--- config.mk ---
export PLATFORM = sky130hd
export DESIGN_NAME = bb_loop_filter
export DESIGN_NICKNAME = d
export VERILOG_FILES = /design/src/rtl/lf_pkg.sv /design/src/rtl/lf_ctrl.sv /design/src/rtl/lf_dsm2.sv /design/src/rtl/lf_datapath.sv /design/src/rtl/bb_loop_filter.sv
export SDC_FILE = /design/constraint.sdc
export NUM_CORES = 1
export LEC_CHECK = 0
export BUFFER_PORTS_ARGS = -buffer_cell sky130_fd_sc_hd__buf_2
export CORE_MARGIN = 2
export CORE_UTILIZATION = 31
export CTS_CLUSTER_SIZE = 20
export DETAILED_ROUTE_END_ITERATION = 7
export GPL_ROUTABILITY_DRIVEN = 1
export GPL_TIMING_DRIVEN = 0
export HOLD_SLACK_MARGIN = 0.03
export SLEW_MARGIN = 20
export SYNTH_ARGS = -nofsm -noshare
export SYNTH_HDL_FRONTEND = slang
export SYNTH_SLANG_ARGS = --single-unit
--- constraint.sdc ---
create_clock -name clk -period 8.1 [get_ports clk]
set_input_delay 0.81 -clock clk [delete_from_list [all_inputs] [get_ports clk]]
set_output_delay 0.81 -clock clk [all_outputs]
set_load 0.01 [all_outputs]
--- src/rtl/lf_pkg.sv ---
package lf_pkg;

  typedef enum logic [1:0] {
    DEC_NONE  = 2'b00,
    DEC_EARLY = 2'b01,
    DEC_RSVD  = 2'b10,
    DEC_LATE  = 2'b11
  } dec_code_e;

  // Strobes from control to datapath
  typedef struct packed {
    logic grpLast;   // current decision is the last of its group
    logic dsmStep;   // run the modulator on the freshly updated accumulator
  } lf_strobe_t;

  function automatic logic signed [1:0] decToVal(input logic [1:0] code);
    logic signed [1:0] val;
    case (code)
      DEC_EARLY: val = 2'sb01;
      DEC_LATE:  val = 2'sb11;
      default:   val = 2'sb00;   // none or reserved code
    endcase
    return val;
  endfunction

endpackage

--- src/rtl/lf_ctrl.sv ---
module lf_ctrl
  import lf_pkg::*;
#(
  parameter int GROUP = 4
) (
  input  logic       clk,
  input  logic       rstN,
  output lf_strobe_t strobe
);

  localparam int CW = (GROUP > 1) ? $clog2(GROUP) : 1;
  localparam logic [CW-1:0] LAST = CW'(GROUP - 1);

  logic [CW-1:0] slot;
  logic          dsmQ;

  always_ff @(posedge clk) begin
    if (!rstN) begin
      slot <= '0;
      dsmQ <= 1'b0;
    end else begin
      slot <= (slot == LAST) ? '0 : slot + 1'b1;
      dsmQ <= (slot == LAST);
    end
  end

  assign strobe.grpLast = (slot == LAST);
  assign strobe.dsmStep = dsmQ;

  AST_GROUP_GAP: assert property (@(posedge clk) disable iff (!rstN)
    strobe.grpLast |=> !strobe.grpLast);

endmodule

--- src/rtl/lf_dsm2.sv ---
module lf_dsm2 #(
  parameter int DSM_W = 11
) (
  input  logic                    clk,
  input  logic                    rstN,
  input  logic                    step,
  input  logic signed [DSM_W-1:0] xIn,
  output logic signed [1:0]       cmdOut,
  output logic                    validOut
);

  localparam int EW = DSM_W + 1;
  localparam int VW = DSM_W + 3;
  localparam int Q  = 2 ** (DSM_W - 1);
  localparam logic signed [VW-1:0] Q_V    = VW'(Q);
  localparam logic signed [VW-1:0] HALF_V = VW'(Q / 2);
  localparam logic signed [1:0] CMD_POS  = 2'sb01;
  localparam logic signed [1:0] CMD_NEG  = 2'sb11;
  localparam logic signed [1:0] CMD_ZERO = 2'sb00;

  logic signed [EW-1:0] err1, err2, errNew;
  logic signed [VW-1:0] vSum, resid, residClamp;
  logic signed [1:0]    yNext;

  always_comb begin
    vSum = VW'(xIn) + (VW'(err1) <<< 1) - VW'(err2);
    if (vSum >= HALF_V) begin
      yNext = CMD_POS;
      resid = vSum - Q_V;
    end else if (vSum < -HALF_V) begin
      yNext = CMD_NEG;
      resid = vSum + Q_V;
    end else begin
      yNext = CMD_ZERO;
      resid = vSum;
    end
    if (resid > Q_V)       residClamp = Q_V;
    else if (resid < -Q_V) residClamp = -Q_V;
    else                   residClamp = resid;
    errNew = EW'(residClamp);
  end

  always_ff @(posedge clk) begin
    if (!rstN) begin
      err1     <= '0;
      err2     <= '0;
      cmdOut   <= CMD_ZERO;
      validOut <= 1'b0;
    end else begin
      validOut <= step;
      if (step) begin
        cmdOut <= yNext;
        err1   <= errNew;
        err2   <= err1;
      end
    end
  end

  AST_VALID_PULSE: assert property (@(posedge clk) disable iff (!rstN)
    validOut |=> !validOut);
  AST_CMD_HOLD: assert property (@(posedge clk) disable iff (!rstN)
    !validOut |-> $stable(cmdOut));
  AST_CMD_LEVEL: assert property (@(posedge clk) disable iff (!rstN)
    cmdOut != 2'sb10);

endmodule

--- src/rtl/lf_datapath.sv ---
module lf_datapath
  import lf_pkg::*;
#(
  parameter int GROUP = 4,
  parameter int ACC_W = 14,
  parameter int DSM_W = 11
) (
  input  logic                    clk,
  input  logic                    rstN,
  input  logic [1:0]              decIn,
  input  logic signed [ACC_W-1:0] midCode,
  input  lf_strobe_t              strobe,
  output logic signed [1:0]       propCode,
  output logic signed [1:0]       intCmd,
  output logic                    intValid
);

  localparam int SW   = $clog2(GROUP) + 2;
  localparam int NBUF = GROUP - 1;
  localparam logic signed [ACC_W-1:0] ACC_MAX = {1'b0, {(ACC_W-1){1'b1}}};
  localparam logic signed [ACC_W-1:0] ACC_MIN = {1'b1, {(ACC_W-1){1'b0}}};

  logic signed [1:0]       decVal;
  logic signed [1:0]       decBuf [NBUF];
  logic signed [SW-1:0]    groupSum;
  logic signed [1:0]       vote;
  logic signed [ACC_W-1:0] acc, accNext;
  logic signed [DSM_W-1:0] dsmIn;

  assign decVal = decToVal(decIn);

  // Proportional path: one register, bit rate
  always_ff @(posedge clk) begin
    if (!rstN) propCode <= 2'sb00;
    else       propCode <= decVal;
  end

  // Sliding window of the previous GROUP-1 decisions
  always_ff @(posedge clk) begin
    if (!rstN) begin
      for (int i = 0; i < NBUF; i++) decBuf[i] <= 2'sb00;
    end else begin
      decBuf[0] <= decVal;
      for (int i = 1; i < NBUF; i++) decBuf[i] <= decBuf[i-1];
    end
  end

  always_comb begin
    groupSum = SW'(decVal);
    for (int i = 0; i < NBUF; i++) groupSum = groupSum + SW'(decBuf[i]);
    if (groupSum > 0)      vote = 2'sb01;
    else if (groupSum < 0) vote = 2'sb11;
    else                   vote = 2'sb00;
  end

  // Saturating integral accumulator
  always_comb begin
    if (vote == 2'sb01 && acc == ACC_MAX)      accNext = acc;
    else if (vote == 2'sb11 && acc == ACC_MIN) accNext = acc;
    else accNext = acc + {{(ACC_W-2){vote[1]}}, vote};
  end

  always_ff @(posedge clk) begin
    if (!rstN)               acc <= midCode;
    else if (strobe.grpLast) acc <= accNext;
  end

  assign dsmIn = acc[ACC_W-1 -: DSM_W];

  lf_dsm2 #(.DSM_W(DSM_W)) u_dsm (
    .clk      (clk),
    .rstN     (rstN),
    .step     (strobe.dsmStep),
    .xIn      (dsmIn),
    .cmdOut   (intCmd),
    .validOut (intValid)
  );

  AST_PROP_FOLLOW: assert property (@(posedge clk) disable iff (!rstN)
    1'b1 |=> propCode == $past(decVal));
  AST_ACC_QUIET: assert property (@(posedge clk) disable iff (!rstN)
    !strobe.grpLast |=> acc == $past(acc));
  AST_ACC_STEP: assert property (@(posedge clk) disable iff (!rstN)
    strobe.grpLast |=> (acc == $past(acc)) || (acc == $past(acc) + ACC_W'(1))
                       || (acc == $past(acc) - ACC_W'(1)));
  AST_SAT_HIGH: assert property (@(posedge clk) disable iff (!rstN)
    (strobe.grpLast && acc == ACC_MAX && vote == 2'sb01) |=> acc == ACC_MAX);
  AST_SAT_LOW: assert property (@(posedge clk) disable iff (!rstN)
    (strobe.grpLast && acc == ACC_MIN && vote == 2'sb11) |=> acc == ACC_MIN);

endmodule

--- src/rtl/bb_loop_filter.sv ---
module bb_loop_filter
  import lf_pkg::*;
#(
  parameter int GROUP = 4,
  parameter int ACC_W = 14,
  parameter int DSM_W = 11
) (
  input  logic                    clk,
  input  logic                    rstN,
  input  logic [1:0]              decIn,
  input  logic signed [ACC_W-1:0] midCode,
  output logic signed [1:0]       propCode,
  output logic signed [1:0]       intCmd,
  output logic                    intValid
);

  lf_strobe_t strobe;

  lf_ctrl #(.GROUP(GROUP)) u_ctrl (
    .clk    (clk),
    .rstN   (rstN),
    .strobe (strobe)
  );

  lf_datapath #(.GROUP(GROUP), .ACC_W(ACC_W), .DSM_W(DSM_W)) u_dp (
    .clk      (clk),
    .rstN     (rstN),
    .decIn    (decIn),
    .midCode  (midCode),
    .strobe   (strobe),
    .propCode (propCode),
    .intCmd   (intCmd),
    .intValid (intValid)
  );

endmodule

Word-level counts from Yosys, hierarchy flattened --
Memories as Yosys holds them, arrays and structs flattened. Cells that the tools add are included. Widths: inputs -> output; s select.
Word-level totals: bits in registers 46, memory bits (writable) 6, word-level logic and storage cells 60, memories 1
Memory list:
- u_dp.decBuf | depth 3, bits a word 2, rd ports 3, clocked after memory_dff 0, wr ports 3, line lf_datapath.sv:24 | logic signed [1:0] decBuf [NBUF];
Operators by class: add/subtract/negate cells 9, order comparisons 6, equal/unequal tests 10, mux-type cells 18, bitwise gates (word level) 4, reduce and logical (&&, ||, !) cells 4
Operator list (number):
- $mux 14 | 6
- $eq 14x14->1 const B | 2
- $mux 12 | 2
- $add 11x13->14 | 1
- $add 14x12->14 const B | 1
- $add 14x14->14 | 1
- $ge 14x11->1 const B | 1
- $gt 14x12->1 const B | 1
- $lt 14x10->1 const B | 1
- $lt 14x11->1 const B | 1
- $mux 2 | 7
- $sub 14x12->14 | 1
- $sub 14x12->14 const B | 1
- $eq 2x2->1 const B | 3
- $add 3x2->4 | 1
- $add 4x2->4 | 1
- $eq 2x1->1 const B | 2
- $gt 4x1->1 const B | 1
- $lt 4x1->1 const B | 1
- $ne 2x2->1 const B | 2
- $pmux 2 s2 | 1
- $add 2x2->3 | 1
- $or 1x1->1 | 3
- $reduce_and 3->1 | 1
- 6 further kinds | 8

Logic depth before layout (Yosys ltp) --
depth after elaboration 14, depth in mapped cells 22

Cells and area by module --
A second synthesis with hierarchy kept.
Second synthesis, totals: cells, all modules 507, area, all modules 4521.8 sq um
By module, submodules not included:
- lf_dsm2 | instances 1, cells each 325, area each 2726.4 sq um
- lf_datapath | instances 1, cells each 174, area each 1686.6 sq um
- lf_ctrl | instances 1, cells each 8, area each 108.9 sq um

Least setup slack after synthesis --
OpenSTA, ideal clock, no wires.
path type in2reg, start in decIn[1], end reg u_dp.acc[12] (data pin), library setup time 0.260 ns, data arrival time 5.503 ns, slack 2.337 ns, stages on the path 21, buffers on the path 0, cells stage by stage and2_1 -> fa_1 -> fa_1 -> ha_1 -> fa_1 -> xnor2_1 -> inv_1 -> nand2_1 -> ha_1 -> inv_1 -> fa_1 -> inv_1 -> a21oi_1 -> o21bai_1 -> a21o_1 -> a21o_1 -> a21oi_1 -> o21ai_0 -> o41ai_1 -> xnor2_1 -> mux2_2
Between the ends: word-level cells in the longest chain between the ends 13
Ends and longest elaborated chain:
- from (decl) | line bb_loop_filter.sv:10 | input logic [1:0] decIn,
- $eq 2x2->1 / $eq 2x1->1 (equally long branches) | line lf_pkg.sv:18 | case (code)
- $pmux 2 s2 (*) | line lf_pkg.sv:18
- $add 2x2->3 (*) | line lf_datapath.sv:50 | for (int i = 0; i < NBUF; i++) groupSum = groupSum + SW'(decBuf[i]);
- $add 3x2->4 (*) | line lf_datapath.sv:50
- $add 4x2->4 (*) | line lf_datapath.sv:50
- $lt 4x1->1 | line lf_datapath.sv:52 | else if (groupSum < 0) vote = 2'sb11;
- $mux 2 | line lf_datapath.sv:52
- $mux 2 (*) | line lf_datapath.sv:51 | if (groupSum > 0) vote = 2'sb01;
- $add 14x14->14 (*) | line lf_datapath.sv:60 | else accNext = acc + {{(ACC_W-2){vote[1]}}, vote};
- $mux 14 (*) | line lf_datapath.sv:59 | else if (vote == 2'sb11 && acc == ACC_MIN) accNext = acc;
- $mux 14 (*) | line lf_datapath.sv:58 | if (vote == 2'sb01 && acc == ACC_MAX) accNext = acc;
- $mux 14 (*) | line lf_datapath.sv:65 | else if (strobe.grpLast) acc <= accNext;
- $mux 14 (*) | line lf_datapath.sv:64 | if (!rstN) acc <= midCode;
- to (signal assigned) | line lf_datapath.sv:64
- to (signal assigned) | line lf_datapath.sv:65
- to (decl) | line lf_datapath.sv:27 | logic signed [ACC_W-1:0] acc, accNext;
Mark *: on every way between the ends. The rest lies on a longest branch, timed or not. The select of a mux whose other input is x is not followed. A chain may end at the register's enable or synchronous reset.

Worst setup path after layout --
start in decIn[0], end reg u_dp.acc[12] (data pin)
Between the ends: word-level cells in the longest chain between the ends 13
Ends and longest elaborated chain:
- $eq 2x2->1 / $eq 2x1->1 (equally long branches) | line lf_pkg.sv:18
- $pmux 2 s2 (*) | line lf_pkg.sv:18
- via u_dp.decVal[1] | line lf_datapath.sv:23 | logic signed [1:0] decVal;
- $add 2x2->3 (*) | line lf_datapath.sv:50
- $add 3x2->4 (*) | line lf_datapath.sv:50
- $add 4x2->4 (*) | line lf_datapath.sv:50
- $lt 4x1->1 | line lf_datapath.sv:52
- $mux 2 | line lf_datapath.sv:52
- $mux 2 (*) | line lf_datapath.sv:51
- $add 14x14->14 (*) | line lf_datapath.sv:60
- $mux 14 (*) | line lf_datapath.sv:59
- $mux 14 (*) | line lf_datapath.sv:58
- $mux 14 (*) | line lf_datapath.sv:65
- $mux 14 (*) | line lf_datapath.sv:64
The timed path passes the listed nets; every way through them passes the cells marked *. The select of a mux whose other input is x is not followed.

==> metrics.txt <==
# TYPE chip_impl_metric gauge
chip_impl_info{name="status",value="finished, final reports clean"} 1
chip_impl_metric{name="dp.final_hpwl",unit="µm"} 6420
chip_impl_metric{name="fin_setup_tns",unit="ns"} 0
chip_impl_info{name="grt_setup_unrepaired",value="false"} 1
chip_impl_metric{name="cp_max_fo",unit=""} 16
chip_impl_metric{name="boundary_pins",unit=""} 23
chip_impl_info{name="crit_end_category",value="register"} 1
chip_impl_metric{name="hold_bufs_at_cts",unit=""} 0
chip_impl_info{name="timing.critical_path.from_type",value="primary input"} 1
chip_impl_metric{name="power.sequential.fraction",unit=""} 0.170
chip_impl_metric{name="max_slew.worst_pin.slew",unit="ns"} 0.910
chip_impl_metric{name="syn_area",unit="mm²"} 0.00403
chip_impl_metric{name="totalWireLength",unit="µm"} 8090
chip_impl_metric{name="finalCoreUtilization",unit=""} 0.356
chip_impl_metric{name="total_cts_buffers",unit=""} 5
chip_impl_metric{name="hold_ws",unit="ns"} 0.435
chip_impl_metric{name="static-leakage-power",unit="nW"} 1.96
chip_impl_metric{name="timing.final.crit_share",unit=""} 0.734
chip_impl_metric{name="worstPathRequired",unit="ns"} 8.14
chip_impl_metric{name="drc",unit=""} 0
chip_impl_metric{name="max-slew-margin-rel",unit=""} 0.390
chip_impl_metric{name="area.sequential",unit="mm²"} 0.00114
chip_impl_metric{name="grtUsageTotal",unit=""} 0.123
chip_impl_metric{name="area.growth.synth_to_final",unit="%"} 11.8
chip_impl_metric{name="synthDistinctLibCells",unit=""} 63
chip_impl_metric{name="die_area",unit="mm²"} 0.0139
chip_impl_metric{name="r2r.worst_path.cells",unit=""} 20
chip_impl_metric{name="final_layout_size_suffix_gt1_frac",unit=""} 0.165
chip_impl_metric{name="synthesis.area_per_instance",unit="µm²"} 9.49
chip_impl_metric{name="finalClockSkew",unit="ns"} 0.00936
chip_impl_metric{name="grt_remaining_overflow",unit=""} 0
chip_impl_metric{name="p_clk_frac",unit=""} 0.110
chip_impl_info{name="synth_flop_cell",value="dfxtp_1"} 1
chip_impl_metric{name="post-cts-setup-buffer-count",unit=""} 0
chip_impl_metric{name="synth_seq_cells",unit=""} 50
chip_impl_metric{name="power.density_cell_area",unit="mW/mm²"} 437
chip_impl_metric{name="floorplan.initialDensity",unit=""} 0.318
chip_impl_metric{name="max_ir_drop_vdd",unit="mV"} 0.223
chip_impl_metric{name="vias",unit=""} 3028
chip_impl_metric{name="grt_max_degree",unit=""} 18
chip_impl_metric{name="drt.antenna.violating_nets",unit=""} 0
chip_impl_metric{name="power.share.switching",unit=""} 0.490
chip_impl_metric{name="filler_cell_count",unit=""} 1337
chip_impl_metric{name="period_minus_slack",unit="ns"} 5.94
chip_impl_metric{name="worstPathArrival",unit="ns"} 5.99
chip_impl_metric{name="fp.dieW",unit="µm"} 118
chip_impl_metric{name="fin_total_pwr",unit="mW"} 1.97
chip_impl_metric{name="final_nets",unit=""} 520
chip_impl_metric{name="maxClockFrequency",unit="MHz"} 168
chip_impl_metric{name="setup_viol",unit=""} 0
chip_impl_metric{name="multiInputGateArea",unit="mm²"} 0.00251
chip_impl_metric{name="cts_max_path_buffers",unit=""} 2
chip_impl_metric{name="drt_pre_antenna_iters",unit=""} 4
chip_impl_metric{name="routed_via_density",unit=""} 4.84
chip_impl_metric{name="gp_congestion",unit=""} 0.859
chip_impl_metric{name="core_region_area",unit="mm²"} 0.0127
chip_impl_info{name="cts_tree",value="yes"} 1
chip_impl_info{name="buffer_type_at_the_clock_tree_root",value="clkbuf_16"} 1
chip_impl_metric{name="synthesis.yosys.warnings",unit=""} 0
chip_impl_metric{name="number_of_global_route_vias_before_repair",unit=""} 3065
chip_impl_metric{name="postSynthCellCount",unit=""} 425
chip_impl_metric{name="number_of_antenna_violations_at_the_first_check_in_global_routing",unit=""} 0
chip_impl_metric{name="timing.final.max_slew_violations",unit=""} 0
chip_impl_metric{name="synth.net_count",unit=""} 492
chip_impl_metric{name="global_route_wire_length_before_repair",unit="µm"} 14200
chip_impl_metric{name="worstSkewPairLatency",unit="ns"} 0.30
chip_impl_metric{name="portBuffers",unit=""} 21
chip_impl_metric{name="detailedRoute.firstIterationViolations",unit=""} 88
chip_impl_metric{name="hold_depth",unit=""} 1
chip_impl_metric{name="cts-htree-levels",unit=""} 2
chip_impl_metric{name="diodes_inserted",unit=""} 0
chip_impl_metric{name="die_height",unit="µm"} 118
chip_impl_metric{name="hold_violations",unit=""} 0
chip_impl_info{name="criticalPathCategory",value="in2reg"} 1
chip_impl_metric{name="synth-edff-count",unit=""} 14
chip_impl_info{name="hold_path_class",value="reg2reg"} 1
chip_impl_metric{name="power.combinational.fraction",unit=""} 0.720
chip_impl_metric{name="intPower",unit="mW"} 1.00
chip_impl_metric{name="asyncSetResetFlopFracSynth",unit=""} 0
chip_impl_metric{name="cts.repair.resized",unit=""} 0
chip_impl_metric{name="p_sw",unit="mW"} 0.966
chip_impl_metric{name="num_clock_sinks",unit=""} 50
chip_impl_metric{name="route.detailed.wl_per_inst",unit="µm"} 12.9
chip_impl_metric{name="floorplan.rows",unit=""} 41
chip_impl_metric{name="cap_violations",unit=""} 0
chip_impl_metric{name="clkTransAtPathRegs",unit="ns"} 0.07
chip_impl_metric{name="sequential_to_total_area_share_from_yosys_stat",unit=""} 0.283
## metal layers
layer	track usage	wire, µm	vias up
li1	-	-	1550
met5	0	0	-
met1	0.155	3800	1415
met2	0.216	3920	53
met4	0.0399	124	0
met3	0.0165	246	10
## cells in the mapped netlist, types with 2 or more instances
library cell / number / area [µm²]
nor2_1: 11 / 41.3
and2_1: 11 / 68.8
ha_1: 30 / 375
mux2i_1: 18 / 180
buf_4: 4 / 30.0
or4_1: 2 / 15.0
edfxtp_1: 14 / 420
nand2_1: 14 / 52.6
clkbuf_8: 3 / 41.3
a32o_2: 10 / 113
o21ai_0: 12 / 60.1
fa_1: 19 / 380
nor4_1: 5 / 31.3
a31oi_1: 4 / 25.0
nand3_1: 11 / 55.1
dfxtp_1: 36 / 721
nor3_1: 10 / 50.1
inv_1: 64 / 240
clkbuf_1: 6 / 22.5
xnor2_1: 16 / 140
nand2b_1: 3 / 18.8
buf_6: 2 / 22.5
o41ai_1: 2 / 17.5
nor2b_1: 15 / 93.8
and3_1: 3 / 18.8
a211oi_1: 3 / 22.5
xor2_1: 6 / 52.6
a21oi_1: 24 / 120
o31ai_1: 3 / 22.5
a21o_1: 9 / 67.6
and2_0: 2 / 12.5
mux2_2: 11 / 124
o21bai_1: 4 / 30.0
o21ai_1: 3 / 15.0
nand4_1: 7 / 43.8
## worst max-delay path, cell delays in order
cell	delay, ns
buf_2	0.12
and2_1	0.15
fa_1	0.58
fa_1	0.44
ha_1	0.22
fa_1	0.40
xnor2_2	0.74
inv_1	0.24
nand2_1	0.13
ha_1	0.17
inv_1	0.05
fa_1	0.40
inv_1	0.07
a21oi_1	0.06
o21bai_1	0.20
a21o_1	0.15
a21o_1	0.15
a21oi_1	0.10
o21ai_0	0.29
o41ai_1	0.12
xnor2_1	0.12
mux2_2	0.26
## layout by cell type (no fill, tap or decap), types with 3 or more instances in the layout
cell type  instances
inv_1             64
dfxtp_1           36
ha_1              30
a21oi_1           24
buf_2             22
fa_1              19
mux2i_1           18
xnor2_1           15
nor2b_1           15
nand2_1           14
edfxtp_1          14
o21ai_0           12
nand3_1           11
and2_1            11
mux2_2            11
nor2_1            11
nor3_1            10
a32o_2            10
a21o_1             9
nand4_1            7
clkbuf_1           6
xor2_1             6
nor4_1             5
clkbuf_16          5
o21bai_1           4
a31oi_1            4
buf_4              4
clkbuf_8           3
nand2b_1           3
o31ai_1            3
a211oi_1           3
and3_1             3
o21ai_1            3
## metrics by stage
stage | cells | instance area [µm²] | setup WS [ns]
floorplan | 425 | 4030 | 2.34
global placement | 618 | 4350 | 1.53
detailed placement | 618 | 4360 | 1.90
CTS | 626 | 4510 | 2.17
global route | 626 | 4510 | 1.84
finish | 626 | 4510 | 2.16
## path summary, 6_finish.rpt
check,startpoint,to,slack [ns]
max,decIn[0],u_dp.acc[12],2.16
max reg2reg,u_dp.decBuf[0][1],u_dp.acc[12],2.57
min,u_ctrl.slot[0],u_ctrl.slot[0],0.44
min reg2reg,u_ctrl.slot[0],u_ctrl.slot[0],0.44
## power groups by stage
stage | combinational [mW] | clock, mW | sequential [mW]
CTS | 1.42 | 0.226 | 0.334
floorplan | 1.14 | 0 | 0.328
global placement | 1.38 | 0 | 0.337
finish | 1.42 | 0.217 | 0.335
global route | 1.60 | 0.230 | 0.340
detailed placement | 1.41 | 0 | 0.340
## state kept, by name, indices dropped and copies added, names as in the netlist
| name | flops |
|---|---|
| u_ctrl.slot | 2 |
| u_dp.decBuf | 5 |
| u_dp.u_dsm.validOut | 1 |
| u_dp.propCode | 1 |
| u_ctrl.dsmQ | 1 |
| u_dp.u_dsm.err1 | 12 |
| u_dp.u_dsm.cmdOut | 2 |
| u_dp.u_dsm.err2 | 12 |
| u_dp.acc | 14 |
## cell type report
cell class,instances,share of cell area
inverter,65,0.0552
buffer,17,0.0311
tap,172,0.0477
sequential,50,0.253
timing repair buffer,21,0.0233
multi-input combinational,293,0.556
clock buffer,5,0.0278
clock inverter,3,0.00527
## logic make-up (layout without fill, tap and decap cells)
| kind of cell | after synthesis | after routing | share of synthesized area |
|---|---|---|---|
| compound gates | 89 | 89 | 0.162 |
| simple gates | 104 | 104 | 0.147 |
| flops | 50 | 50 | 0.283 |
| mux | 29 | 29 | 0.0754 |
| fa+ha+maj | 49 | 49 | 0.187 |
| buf+inv | 82 | 111 | 0.0965 |
| xor+xnor | 22 | 22 | 0.0478 |
No activity file was read; power rests on OpenSTA's default activity.
